### src/rtl/gpio_irq_pkg.sv
package gpio_irq_pkg;

    // Register kind selected by offset bits [5:4] of the window.
    typedef enum logic [1:0] {
        KIND_CAUSE = 2'd0,
        KIND_EMASK = 2'd1,
        KIND_LMASK = 2'd2,
        KIND_NONE  = 2'd3
    } bank_kind_e;

    // A kind slot holds four 4-byte registers, one per processor.
    localparam int unsigned CPU_IDX_W   = 2;
    localparam int unsigned MAX_CPUS    = 4;
    localparam int unsigned WINDOW_BITS = 6;

endpackage

### src/rtl/gpio_irq_decode.sv
module gpio_irq_decode
    import gpio_irq_pkg::*;
#(
    parameter int unsigned ADDR_W   = 8,
    parameter int unsigned NUM_CPUS = 4
) (
    input  logic                 req_en,
    input  logic                 req_we,
    input  logic [ADDR_W-1:0]    req_addr,
    output bank_kind_e           req_kind,
    output logic [CPU_IDX_W-1:0] req_cpu,
    output logic                 rd_req,
    output logic [NUM_CPUS-1:0]  wr_cause,
    output logic [NUM_CPUS-1:0]  wr_emask,
    output logic [NUM_CPUS-1:0]  wr_lmask
);

    logic       in_window;
    logic       aligned;
    logic       cpu_ok;
    logic       hit;
    logic [1:0] kind_raw;

    always_comb begin
        in_window = (req_addr >> WINDOW_BITS) == '0;
        aligned   = req_addr[1:0] == 2'b00;
        kind_raw  = req_addr[5:4];
        req_cpu   = req_addr[3:2];
        cpu_ok    = 32'(req_cpu) < NUM_CPUS;
        hit       = in_window && aligned && cpu_ok && (kind_raw != 2'd3);
        req_kind  = hit ? bank_kind_e'(kind_raw) : KIND_NONE;
        rd_req    = req_en && !req_we && hit;
        for (int n = 0; n < NUM_CPUS; n++) begin
            wr_cause[n] = req_en && req_we && (req_kind == KIND_CAUSE) && (req_cpu == CPU_IDX_W'(n));
            wr_emask[n] = req_en && req_we && (req_kind == KIND_EMASK) && (req_cpu == CPU_IDX_W'(n));
            wr_lmask[n] = req_en && req_we && (req_kind == KIND_LMASK) && (req_cpu == CPU_IDX_W'(n));
        end
    end

endmodule

### src/rtl/gpio_irq_bank.sv
module gpio_irq_bank #(
    parameter int unsigned NUM_LINES  = 32,
    parameter int unsigned GROUP_SIZE = 8
) (
    input  logic                              clk,
    input  logic                              rst_n,
    input  logic [NUM_LINES-1:0]              line_level,
    input  logic [NUM_LINES-1:0]              edge_evt,
    input  logic                              wr_cause,
    input  logic                              wr_emask,
    input  logic                              wr_lmask,
    input  logic [NUM_LINES-1:0]              wdata,
    output logic [NUM_LINES-1:0]              cause_q,
    output logic [NUM_LINES-1:0]              emask_q,
    output logic [NUM_LINES-1:0]              lmask_q,
    output logic [NUM_LINES/GROUP_SIZE-1:0]   irq_q
);

    localparam int unsigned NUM_GROUPS = NUM_LINES / GROUP_SIZE;

    typedef struct packed {
        logic [NUM_LINES-1:0]  cause;
        logic [NUM_LINES-1:0]  emask;
        logic [NUM_LINES-1:0]  lmask;
        logic [NUM_GROUPS-1:0] irq;
    } bank_state_t;

    bank_state_t          st_d, st_q;
    logic [NUM_LINES-1:0] pending;

    always_comb begin
        st_d = st_q;
        // acknowledge: zero bits clear, one bits keep
        if (wr_cause) begin
            st_d.cause = st_q.cause & wdata;
        end
        // a new event in the same cycle wins over the clear
        st_d.cause = st_d.cause | edge_evt;
        if (wr_emask) begin
            st_d.emask = wdata;
        end
        if (wr_lmask) begin
            st_d.lmask = wdata;
        end
        pending = (line_level & st_q.lmask) | (st_q.cause & st_q.emask);
        for (int g = 0; g < NUM_GROUPS; g++) begin
            st_d.irq[g] = |pending[g*GROUP_SIZE +: GROUP_SIZE];
        end
    end

    always_ff @(posedge clk or negedge rst_n) begin
        if (!rst_n) begin
            st_q <= '0;
        end else begin
            st_q <= st_d;
        end
    end

    assign cause_q = st_q.cause;
    assign emask_q = st_q.emask;
    assign lmask_q = st_q.lmask;
    assign irq_q   = st_q.irq;

endmodule

### src/rtl/gpio_irq_rdmux.sv
module gpio_irq_rdmux
    import gpio_irq_pkg::*;
#(
    parameter int unsigned NUM_LINES = 32,
    parameter int unsigned NUM_CPUS  = 4
) (
    input  logic                                clk,
    input  logic                                rst_n,
    input  logic                                rd_req,
    input  bank_kind_e                          rd_kind,
    input  logic [CPU_IDX_W-1:0]                rd_cpu,
    input  logic [NUM_CPUS-1:0][NUM_LINES-1:0]  cause_all,
    input  logic [NUM_CPUS-1:0][NUM_LINES-1:0]  emask_all,
    input  logic [NUM_CPUS-1:0][NUM_LINES-1:0]  lmask_all,
    output logic [NUM_LINES-1:0]                rdata_q
);

    logic [NUM_LINES-1:0] rdata_d;

    always_comb begin
        rdata_d = '0;
        if (rd_req) begin
            unique case (rd_kind)
                KIND_CAUSE: rdata_d = cause_all[rd_cpu];
                KIND_EMASK: rdata_d = emask_all[rd_cpu];
                KIND_LMASK: rdata_d = lmask_all[rd_cpu];
                default:    rdata_d = '0;
            endcase
        end
    end

    always_ff @(posedge clk or negedge rst_n) begin
        if (!rst_n) begin
            rdata_q <= '0;
        end else begin
            rdata_q <= rdata_d;
        end
    end

endmodule

### src/rtl/gpio_irq_router.sv
module gpio_irq_router
    import gpio_irq_pkg::*;
#(
    parameter int unsigned NUM_LINES  = 32,
    parameter int unsigned NUM_CPUS   = 4,
    parameter int unsigned GROUP_SIZE = 8,
    parameter int unsigned ADDR_W     = 8
) (
    input  logic                                     clk,
    input  logic                                     rst_n,
    input  logic [NUM_LINES-1:0]                     line_level,
    input  logic [NUM_LINES-1:0]                     edge_evt,
    input  logic                                     reg_en,
    input  logic                                     reg_we,
    input  logic [ADDR_W-1:0]                        reg_addr,
    input  logic [NUM_LINES-1:0]                     reg_wdata,
    output logic [NUM_LINES-1:0]                     reg_rdata,
    output logic [NUM_CPUS*(NUM_LINES/GROUP_SIZE)-1:0] irq_grp
);

    localparam int unsigned NUM_GROUPS = NUM_LINES / GROUP_SIZE;

    bank_kind_e                          req_kind;
    logic [CPU_IDX_W-1:0]                req_cpu;
    logic                                rd_req;
    logic [NUM_CPUS-1:0]                 wr_cause;
    logic [NUM_CPUS-1:0]                 wr_emask;
    logic [NUM_CPUS-1:0]                 wr_lmask;
    logic [NUM_CPUS-1:0][NUM_LINES-1:0]  cause_all;
    logic [NUM_CPUS-1:0][NUM_LINES-1:0]  emask_all;
    logic [NUM_CPUS-1:0][NUM_LINES-1:0]  lmask_all;

    gpio_irq_decode #(
        .ADDR_W   (ADDR_W),
        .NUM_CPUS (NUM_CPUS)
    ) u_decode (
        .req_en   (reg_en),
        .req_we   (reg_we),
        .req_addr (reg_addr),
        .req_kind (req_kind),
        .req_cpu  (req_cpu),
        .rd_req   (rd_req),
        .wr_cause (wr_cause),
        .wr_emask (wr_emask),
        .wr_lmask (wr_lmask)
    );

    for (genvar n = 0; n < NUM_CPUS; n++) begin : g_bank
        gpio_irq_bank #(
            .NUM_LINES  (NUM_LINES),
            .GROUP_SIZE (GROUP_SIZE)
        ) u_bank (
            .clk        (clk),
            .rst_n      (rst_n),
            .line_level (line_level),
            .edge_evt   (edge_evt),
            .wr_cause   (wr_cause[n]),
            .wr_emask   (wr_emask[n]),
            .wr_lmask   (wr_lmask[n]),
            .wdata      (reg_wdata),
            .cause_q    (cause_all[n]),
            .emask_q    (emask_all[n]),
            .lmask_q    (lmask_all[n]),
            .irq_q      (irq_grp[n*NUM_GROUPS +: NUM_GROUPS])
        );
    end

    gpio_irq_rdmux #(
        .NUM_LINES (NUM_LINES),
        .NUM_CPUS  (NUM_CPUS)
    ) u_rdmux (
        .clk       (clk),
        .rst_n     (rst_n),
        .rd_req    (rd_req),
        .rd_kind   (req_kind),
        .rd_cpu    (req_cpu),
        .cause_all (cause_all),
        .emask_all (emask_all),
        .lmask_all (lmask_all),
        .rdata_q   (reg_rdata)
    );

endmodule

### config.mk
export PLATFORM = sky130hd
export DESIGN_NAME = gpio_irq_router
export DESIGN_NICKNAME = d
export VERILOG_FILES = /design/src/rtl/gpio_irq_pkg.sv /design/src/rtl/gpio_irq_decode.sv /design/src/rtl/gpio_irq_bank.sv /design/src/rtl/gpio_irq_rdmux.sv /design/src/rtl/gpio_irq_router.sv
export SDC_FILE = /design/constraint.sdc
export NUM_CORES = 1
export LEC_CHECK = 0
export BUFFER_PORTS_ARGS = -buffer_cell sky130_fd_sc_hd__buf_2
export CORE_AREA = 8 8 189 191
export DETAILED_ROUTE_END_ITERATION = 10
export DIE_AREA = 0 0 197 199
export PLACE_DENSITY = 0.83
export RECOVER_POWER = 25
export SETUP_SLACK_MARGIN = 0.05
export SLEW_MARGIN = 20
export SYNTH_ARGS = -nofsm -noshare
export SYNTH_HDL_FRONTEND = slang
export SYNTH_SLANG_ARGS = --single-unit
### constraint.sdc
create_clock -name clk -period 3.7 [get_ports clk]
set_input_delay 0.74 -clock clk [delete_from_list [all_inputs] [get_ports clk]]
set_output_delay 0.74 -clock clk [all_outputs]
set_load 0.005 [all_outputs]
[Yosys cells after proc, flatten, opt, wreduce, memory -nomap -nowiden]
Cells that the tools add are included.
Word-level totals
  register bits after elaboration: 432
  input port bits: 108
  output and inout bits: 48
  word-level logic and storage cells: 98
Cells by class
  order comparisons: 1
  equality and inequality tests: 6
  mux-type cells: 13
  bitwise logic cells: 20
  reduce and logical (&&, ||, !) cells: 41
Operators by type and width (count)
  $and A32 B32 Y32: 12
  $mux W32: 8
  $or A32 B32 Y32: 8
  $bmux W32 S2: 3
  $reduce_or A8 Y1: 16
  $pmux W32 S3: 1
  $logic_and A1 B1 Y1: 20
  $logic_not A8 Y1: 1
  $eq A2 B2 Y1 const B: 3
  $logic_not A2 Y1: 3
  $eq A2 B1 Y1 const B: 2
  $lt A2 B3 Y1 const B: 1
  $mux W2: 1
  $ne A2 B2 Y1 const B: 1
  $logic_not A1 Y1: 1

[Logic depth before layout (Yosys ltp)]
Gate-level depths: netlist (run 1).
  depth in word-level cells: 9
  mapped depth: 7
  mapped depth without buffers: 3

[By module]
From an unflattened synthesis (run 1), not the netlist that was laid out.
Unflattened totals
  cells, all modules: 1459
  area total of the unflattened synthesis: 21748.4 um2
By module, submodules not included
  gpio_irq_bank: times used 4, cells each 275, area an instance 4376.7 um2
  gpio_irq_rdmux: times used 1, cells each 332, area an instance 4033.9 um2
  gpio_irq_decode: times used 1, cells each 27, area an instance 207.7 um2

[Least setup slack after synthesis (run 1)]
OpenSTA, ideal clock, no wires.
  path kind: input to register
  start: in reg_addr[2]
  end: reg u_rdmux.rdata_q[23]
  setup time: 0.126 ns
  arrival time: 2.371 ns
  data required time: 3.574 ns
  path slack: 1.203 ns
  stages on the path: 5
  cells stage by stage: buf_2 -> buf_2 -> buf_2 -> mux4_2 -> a221o_1
On the way
  longest elaborated chain between the ends: 4
Ends and longest elaborated chain
  start, declared: line gpio_irq_router.sv:15  | input logic [ADDR_W-1:0] reg_addr,
  $bmux W32 S2, on equally long branches: line gpio_irq_rdmux.sv:26, gpio_irq_rdmux.sv:24, gpio_irq_rdmux.sv:25
  $mux W32, on equally long branches: line gpio_irq_rdmux.sv:26, gpio_irq_rdmux.sv:24, gpio_irq_rdmux.sv:25
  $pmux W32 S3 (*): line gpio_irq_rdmux.sv:23  | unique case (rd_kind)
  $mux W32 (*): line gpio_irq_rdmux.sv:22  | if (rd_req) begin
  net u_rdmux.rdata_d[23]: line gpio_irq_rdmux.sv:18  | logic [NUM_LINES-1:0] rdata_d;
  end signal, assigned: line gpio_irq_rdmux.sv:36  | rdata_q <= rdata_d;
  end, declared: line gpio_irq_rdmux.sv:15  | output logic [NUM_LINES-1:0] rdata_q
The timed path passes the listed nets; every way through them passes the cells marked *. The select of a mux whose other input is x is not followed.
A chain may end at the register's enable or synchronous reset.

==> results of run 1 <==
-- cell type report --
| type | instances | area share, % |
|---|---|---|
| diodes | 5 | 0.0535 |
| clock buffers | 61 | 5.42 |
| clock inverters | 18 | 1.22 |
| multi-input cells | 837 | 39.3 |
| flip-flops and latches | 432 | 46.2 |
| well taps | 448 | 2.40 |
| repair buffers | 198 | 5.36 |
-- flip-flops by register name, indices dropped and copies added, names as in the netlist --
register,cells
g_bank.u_bank.cause_q,128
g_bank.u_bank.emask_q,128
g_bank.u_bank.lmask_q,128
u_rdmux.rdata_q,32
g_bank.u_bank.irq_q,16
-- cell families (layout without fill, tap and decap cells) --
group / Yosys count / in the layout
other cells: 0 / 5
buf+inv: 135 / 277
simple gates: 197 / 197
flops: 432 / 432
mux: 352 / 352
compound gates: 288 / 288
-- synth_stat cells --
cell         n
a221o_1     32
a221oi_1    64
a22o_1      64
and3_1      32
buf_1        4
buf_2       32
buf_4       18
buf_6        7
clkbuf_1    74
dfrtp_1    432
mux2_1     100
mux2_2      96
mux2_4      60
mux4_2      96
nand2b_1   131
nand4_1     17
nand4b_1     2
nand4bb_1    1
nor3_2       2
nor3_4       6
nor4_1       1
nor4b_1      1
o41ai_1    128
or2_2        1
or3_1        2
or4_4        1
-- power by group through the flow --
stage | sequential [uW] | clock, uW | combinational, uW
detailed placement | 5010 | 0 | 785
global placement | 5000 | 0 | 771
floorplan | 4990 | 0 | 391
global route | 4940 | 4990 | 856
CTS | 4930 | 4780 | 794
finish | 4930 | 4750 | 806
-- critical path, delay by kind of cell --
| family | cells | cell delay [ns] |
|---|---|---|
| buffers and inverters | 3 | 0.99 |
| AOI/OAI and AO/OA | 1 | 0.56 |
| and+or+nand+nor | 2 | 0.74 |
-- final timing paths --
path / startpoint / endpoint / depth (start not counted)
max reg2reg: g_bank[1].u_bank.emask_q[25]$_DFFE_PN0P_ / g_bank[1].u_bank.irq_q[3]$_DFF_PN0_ / 3
max in group asynchronous: rst_n / g_bank[1].u_bank.emask_q[3]$_DFFE_PN0P_ / 2
min reg2reg: g_bank[1].u_bank.emask_q[14]$_DFFE_PN0P_ / g_bank[1].u_bank.emask_q[14]$_DFFE_PN0P_ / 1
min in group asynchronous: rst_n / g_bank[3].u_bank.irq_q[3]$_DFF_PN0_ / 1
max: reg_addr[7] / g_bank[0].u_bank.cause_q[30]$_DFF_PN0_ / 6
min: edge_evt[1] / g_bank[0].u_bank.cause_q[1]$_DFF_PN0_ / 2
-- metal layers --
layer | part of all wire, % | vias up | global-route usage, %
met5 | 0.055 | - | 0
met2 | 46 | 1226 | 48.8
met1 | 37 | 7644 | 42.7
li1 | - | 5851 | -
met4 | 4.9 | 6 | 15.6
met3 | 12 | 275 | 8.32
-- through the flow --
step	power, uW	cell area [um2]	instances	hold WS (ns)	util, %
6_report	10500	23400	1999	0.418	71.1
5_1_grt	10800	23400	1995	0.421	71.1
4_1_cts	10500	23400	1993	0.225	71.1
3_5_place_dp	5800	21800	1914	0.500	66.3
3_3_place_gp	5770	21800	1914	0.487	66.3
2_1_floorplan	5380	20600	1404	0.444	-
==> impl_metrics.ini, run 1 <==
[sta]
drv_slew = 75
final_hold_viol_count = 0
max_freq_ghz = 0.375
grt_setup_unrepaired = false
tightest_slew_ns = 2.30
max-slew-margin-rel_pct = -53.1
min_period_over_period_pct = 72.1
setup_violations = 0
fin_ws_ns = 1.03
final.setup_skew_ns = 0.0164
period_minus_slack_ns = 2.67
final.setup.tns_ns = 0

[power]
power.internal_uw = 8050
power_switching_uw = 2440
pwr-share-clk_pct = 45.3
cellPowerDensity_nw_per_um2 = 449
switching_share_pct = 23.3
irDropWorstVdd_mv = 0.398
sequentialPowerShare_pct = 47.0
p_comb_share_pct = 7.7
leakage_uw = 0.0105

[yosys]
netlist.area_leader.share_pct = 52.4
syn-num-nets = 1512
yosys.area.top_type = dfrtp_1
synth-compound-area-share_pct = 12.4
synthMuxAreaShare_pct = 25.5
ys_types = 26
syn_area_um2 = 20600
synthTopCellsByArea = dfrtp_1, mux4_2, mux2_1, o41ai_1, mux2_2
synth_top_family_by_area = multiplexers
synth-xor-area-share_pct = 0
synth_fa_ha_area_share_pct = 0
syn_avg_cell_area_um2 = 14.7
synthCells = 1404
ys_seq_area_share_pct = 52.4
ys_seq_elements = 432
yosys_warnings = 0
yosys.area_share.simple_pct = 6.39

[clock_tree]
cts_made_buffers = 44
ctsResizeCount = 0
postCtsHoldBufs = 0
clockBufferDepth = 3
clock_sinks = 432
cts_tree = yes
post_cts_buffers = 0
cts_max_level = 2
root_buffer = clkbuf_16
clk_latency_ns = 0.55
clk_pin_slew_ns = 0.06

[floorplanning]
pin_count = 156
start_util_pct = 62.8
dieHeight_um = 199
die_w_um = 197
dieArea_um2 = 39200
core_um2 = 32900
rows = 67

[final_layout]
nFillCells = 2105
layout_common_cells = dfrtp_1, buf_2, nand2b_1
multi_input_area_um2 = 9190
drive_above_1_share_pct = 34.5
area_growth_pct = 13.3
final-seq-area_um2 = 10800
final_common_cell = dfrtp_1
num-nets-final = 1621

[global_routing]
grt_pass1_vias = 15700
grt_max_degree = 98
antenna_found_initial = 8
grt.overflow.total = 0
grt_pass1_wl_um = 96100
grtUsageTotal_pct = 32.0

[place]
port-buffer-count = 155
gp_congestion = 0.936
hpwl_um = 39500
post-place-ws_ns = 0.557

[detailed_routing]
drt-initial-drc-count = 1910
via_per_inst = 7.50
drtPass1Iterations = 6
via_count = 15000
postRouteAntennaNets = 0
wire_per_inst_um = 31.1
routed_wl_um = 62300
drc = 0

[critical_path]
end_kind = flip-flop
startpoint_type = input pin
slowest_delay_ns = 0.62
required_ns = 4.12
cp_common_cell = buf_4
r2r_slack_ns = 1.94
critPathSlowestCell = or4_4
path_max_fanout = 80
crit_type = in -> reg
path_cells = buf_2 -> or4_4 -> buf_4 -> buf_4 -> o41ai_1 -> nand2b_1
arrival_ns = 3.08

[status]
violations = capacitance limit, slew limit
outcome = finished with violations

[job]
max_cap_viol_count = 1

[min_path]
hp-class = in -> reg
Note: power is estimated with default switching activity, not from simulation.
==> run 2, diff against run 1 <==
- CORE_AREA: 8 8 189 191 -> 8 8 193 195
- DIE_AREA: 0 0 197 199 -> 0 0 201 203
- PLACE_DENSITY: 0.83 -> 0.8
- clock period: 3.7 -> 2.5 ns (I/O delays scaled with it)
==> run 2 against run 1 <==
  * The flow now finishes without violations
  * Critical endpoint is now g_bank[1].u_bank.cause_q[25]$_DFF_PN0_
  * Non-clock buffer count is 21 higher
  * Via count decreased by 1.8%
  * Total power increased by 46%
  * Setup slack lost 0.47 ns
  * Sequential power increased by 48%
  * Largest cell class unchanged
  * Clock power increased by 44%
  * Flip-flop and latch count did not move
  * Sequential share of layout area fell by 0.57 points
==> impl_metrics.ini, run 2 (synthesized netlist as in run 1, its figures left out) <==
[status]
outcome = completed

[sta]
period_minus_slack_ns = 1.94
max-slew-margin-rel_pct = 22.6
final_hold_viol_count = 0
grt_setup_unrepaired = false
min_period_over_period_pct = 77.5
drv_slew = 0
setup_violations = 0
max_freq_ghz = 0.516
tightest_slew_ns = 1.16
final.setup_skew_ns = 0.0142

[final_layout]
num-nets-final = 1642
drive_above_1_share_pct = 35.4
layout_common_cells = dfrtp_1, buf_2, nand2b_1
fin_util_pct = 69.4
final_common_cell = dfrtp_1
nFillCells = 2279
area_growth_pct = 14.7
final_cells = 2025

[global_routing]
grt_pass1_wl_um = 95000
grt.overflow.total = 0
grt_pass1_vias = 15500
antenna_found_initial = 5
grtUsageTotal_pct = 29.8
grt_max_degree = 103

[power]
power.internal_uw = 11700
power_switching_uw = 3610
p_comb_share_pct = 7.9
switching_share_pct = 23.5
irDropWorstVdd_mv = 0.562
cellPowerDensity_nw_per_um2 = 648
sequentialPowerShare_pct = 47.6
leakage_uw = 0.0106
pwr-share-clk_pct = 44.5

[critical_path]
required_ns = 3.14
path_max_fanout = 50
end_kind = asynchronous set/reset pin
crit_type = in -> async
worstRegToRegCells = 3
arrival_ns = 2.58
startpoint_type = input pin

[floorplanning]
core_um2 = 34100
dieHeight_um = 203
dieArea_um2 = 40800
start_util_pct = 60.5
die_w_um = 201
rows = 68
pin_count = 156

[clock_tree]
clk_latency_ns = 0.57
ctsResizeCount = 0
clock_sinks = 432
cts_made_buffers = 44
postCtsHoldBufs = 1
clk_pin_slew_ns = 0.06
post_cts_buffers = 0
cts_tree = yes
cts_max_level = 2
root_buffer = clkbuf_16
clockBufferDepth = 3

[place]
gp_congestion = 0.983
hpwl_um = 40700
place_inst = 1942
port-buffer-count = 155

[detailed_routing]
postRouteAntennaNets = 0
wire_per_inst_um = 30.2
via_per_inst = 7.27
dr_wl_met2_um = 28200
via_count = 14700
drt-initial-drc-count = 1684
drc = 0
dr_wl_met3_um = 7090
drtPass1Iterations = 6
wl_met1_um = 23300
top_layer = met5
routed_wl_um = 61100

[min_path]
whs_path_depth = 2
hp-class = in -> reg

[job]
max_cap_viol_count = 0
run 2: cell types whose count changed in the layout (fill, tap and decap cells not counted), sizes merged:
cell	change
clkinv	-2
bufinv	-3
diode	-2
dlygate4sd3	+1
clkbuf	+3
clkinvlp	-1
inv	+2
buf	+21
run 2: through the flow:
| step | setup slack (ns) | TNS [ns] | hold slack, ns | cell area (um2) | total power, uW |
|---|---|---|---|---|---|
| 2_1_floorplan | 0.243 | 0 | 0.204 | 20600 | 7960 |
| 3_3_place_gp | 0.0924 | 0 | 0.335 | 22200 | 8580 |
| 3_5_place_dp | -0.0166 | -0.0170 | 0.337 | 22200 | 8600 |
| 4_1_cts | 0.558 | 0 | 0.135 | 23700 | 15400 |
| 5_1_grt | 0.318 | 0 | 0.156 | 23700 | 15800 |
| 6_report | 0.563 | 0 | 0.151 | 23700 | 15300 |
run 2: area by class of cell:
cell class / count / area, um2 / share of cell area [%]
flip-flops and latches: 432 / 10800 / 45.7
multi-input cells: 837 / 9190 / 38.8
repair buffers: 219 / 1600 / 6.74
clock buffers: 65 / 1320 / 5.58
well taps: 455 / 569 / 2.41
clock inverters: 14 / 180 / 0.761
diodes: 3 / 7.51 / 0.0317
run 2: critical path, cell delays in order:
cell and delay (ns):
dlygate4sd3_1 0.53, clkbuf_1 0.85, buf_4 0.66
run 2: power by group through the flow:
stage	sequential, uW	clock, uW	combinational [uW]
CTS	7290	6890	1200
detailed placement	7420	0	1190
floorplan	7380	0	578
global route	7310	7180	1290
global placement	7410	0	1170
finish	7300	6830	1210
run 2: path summary, 6_finish.rpt:
path,start,endpoint,slack (ns)
setup / recovery,rst_n,g_bank[1].u_bank.cause_q[25]$_DFF_PN0_,0.56
hold / removal,edge_evt[7],g_bank[1].u_bank.cause_q[7]$_DFF_PN0_,0.15
setup reg to reg,g_bank[0].u_bank.cause_q[29]$_DFF_PN0_,g_bank[0].u_bank.irq_q[3]$_DFF_PN0_,0.86
hold reg to reg,g_bank[2].u_bank.lmask_q[7]$_DFFE_PN0P_,g_bank[2].u_bank.lmask_q[7]$_DFFE_PN0P_,0.52
max in group clk,reg_addr[7],g_bank[0].u_bank.lmask_q[24]$_DFFE_PN0P_,0.58
min in group asynchronous,rst_n,g_bank[1].u_bank.lmask_q[24]$_DFFE_PN0P_,0.71
run 2: routing by layer:
layer / vias up / track usage (%)
met5: - / 0
met1: 7509 / 40.0
met4: 4 / 12.5
li1: 5901 / -
met3: 222 / 8.18
met2: 1091 / 45.6
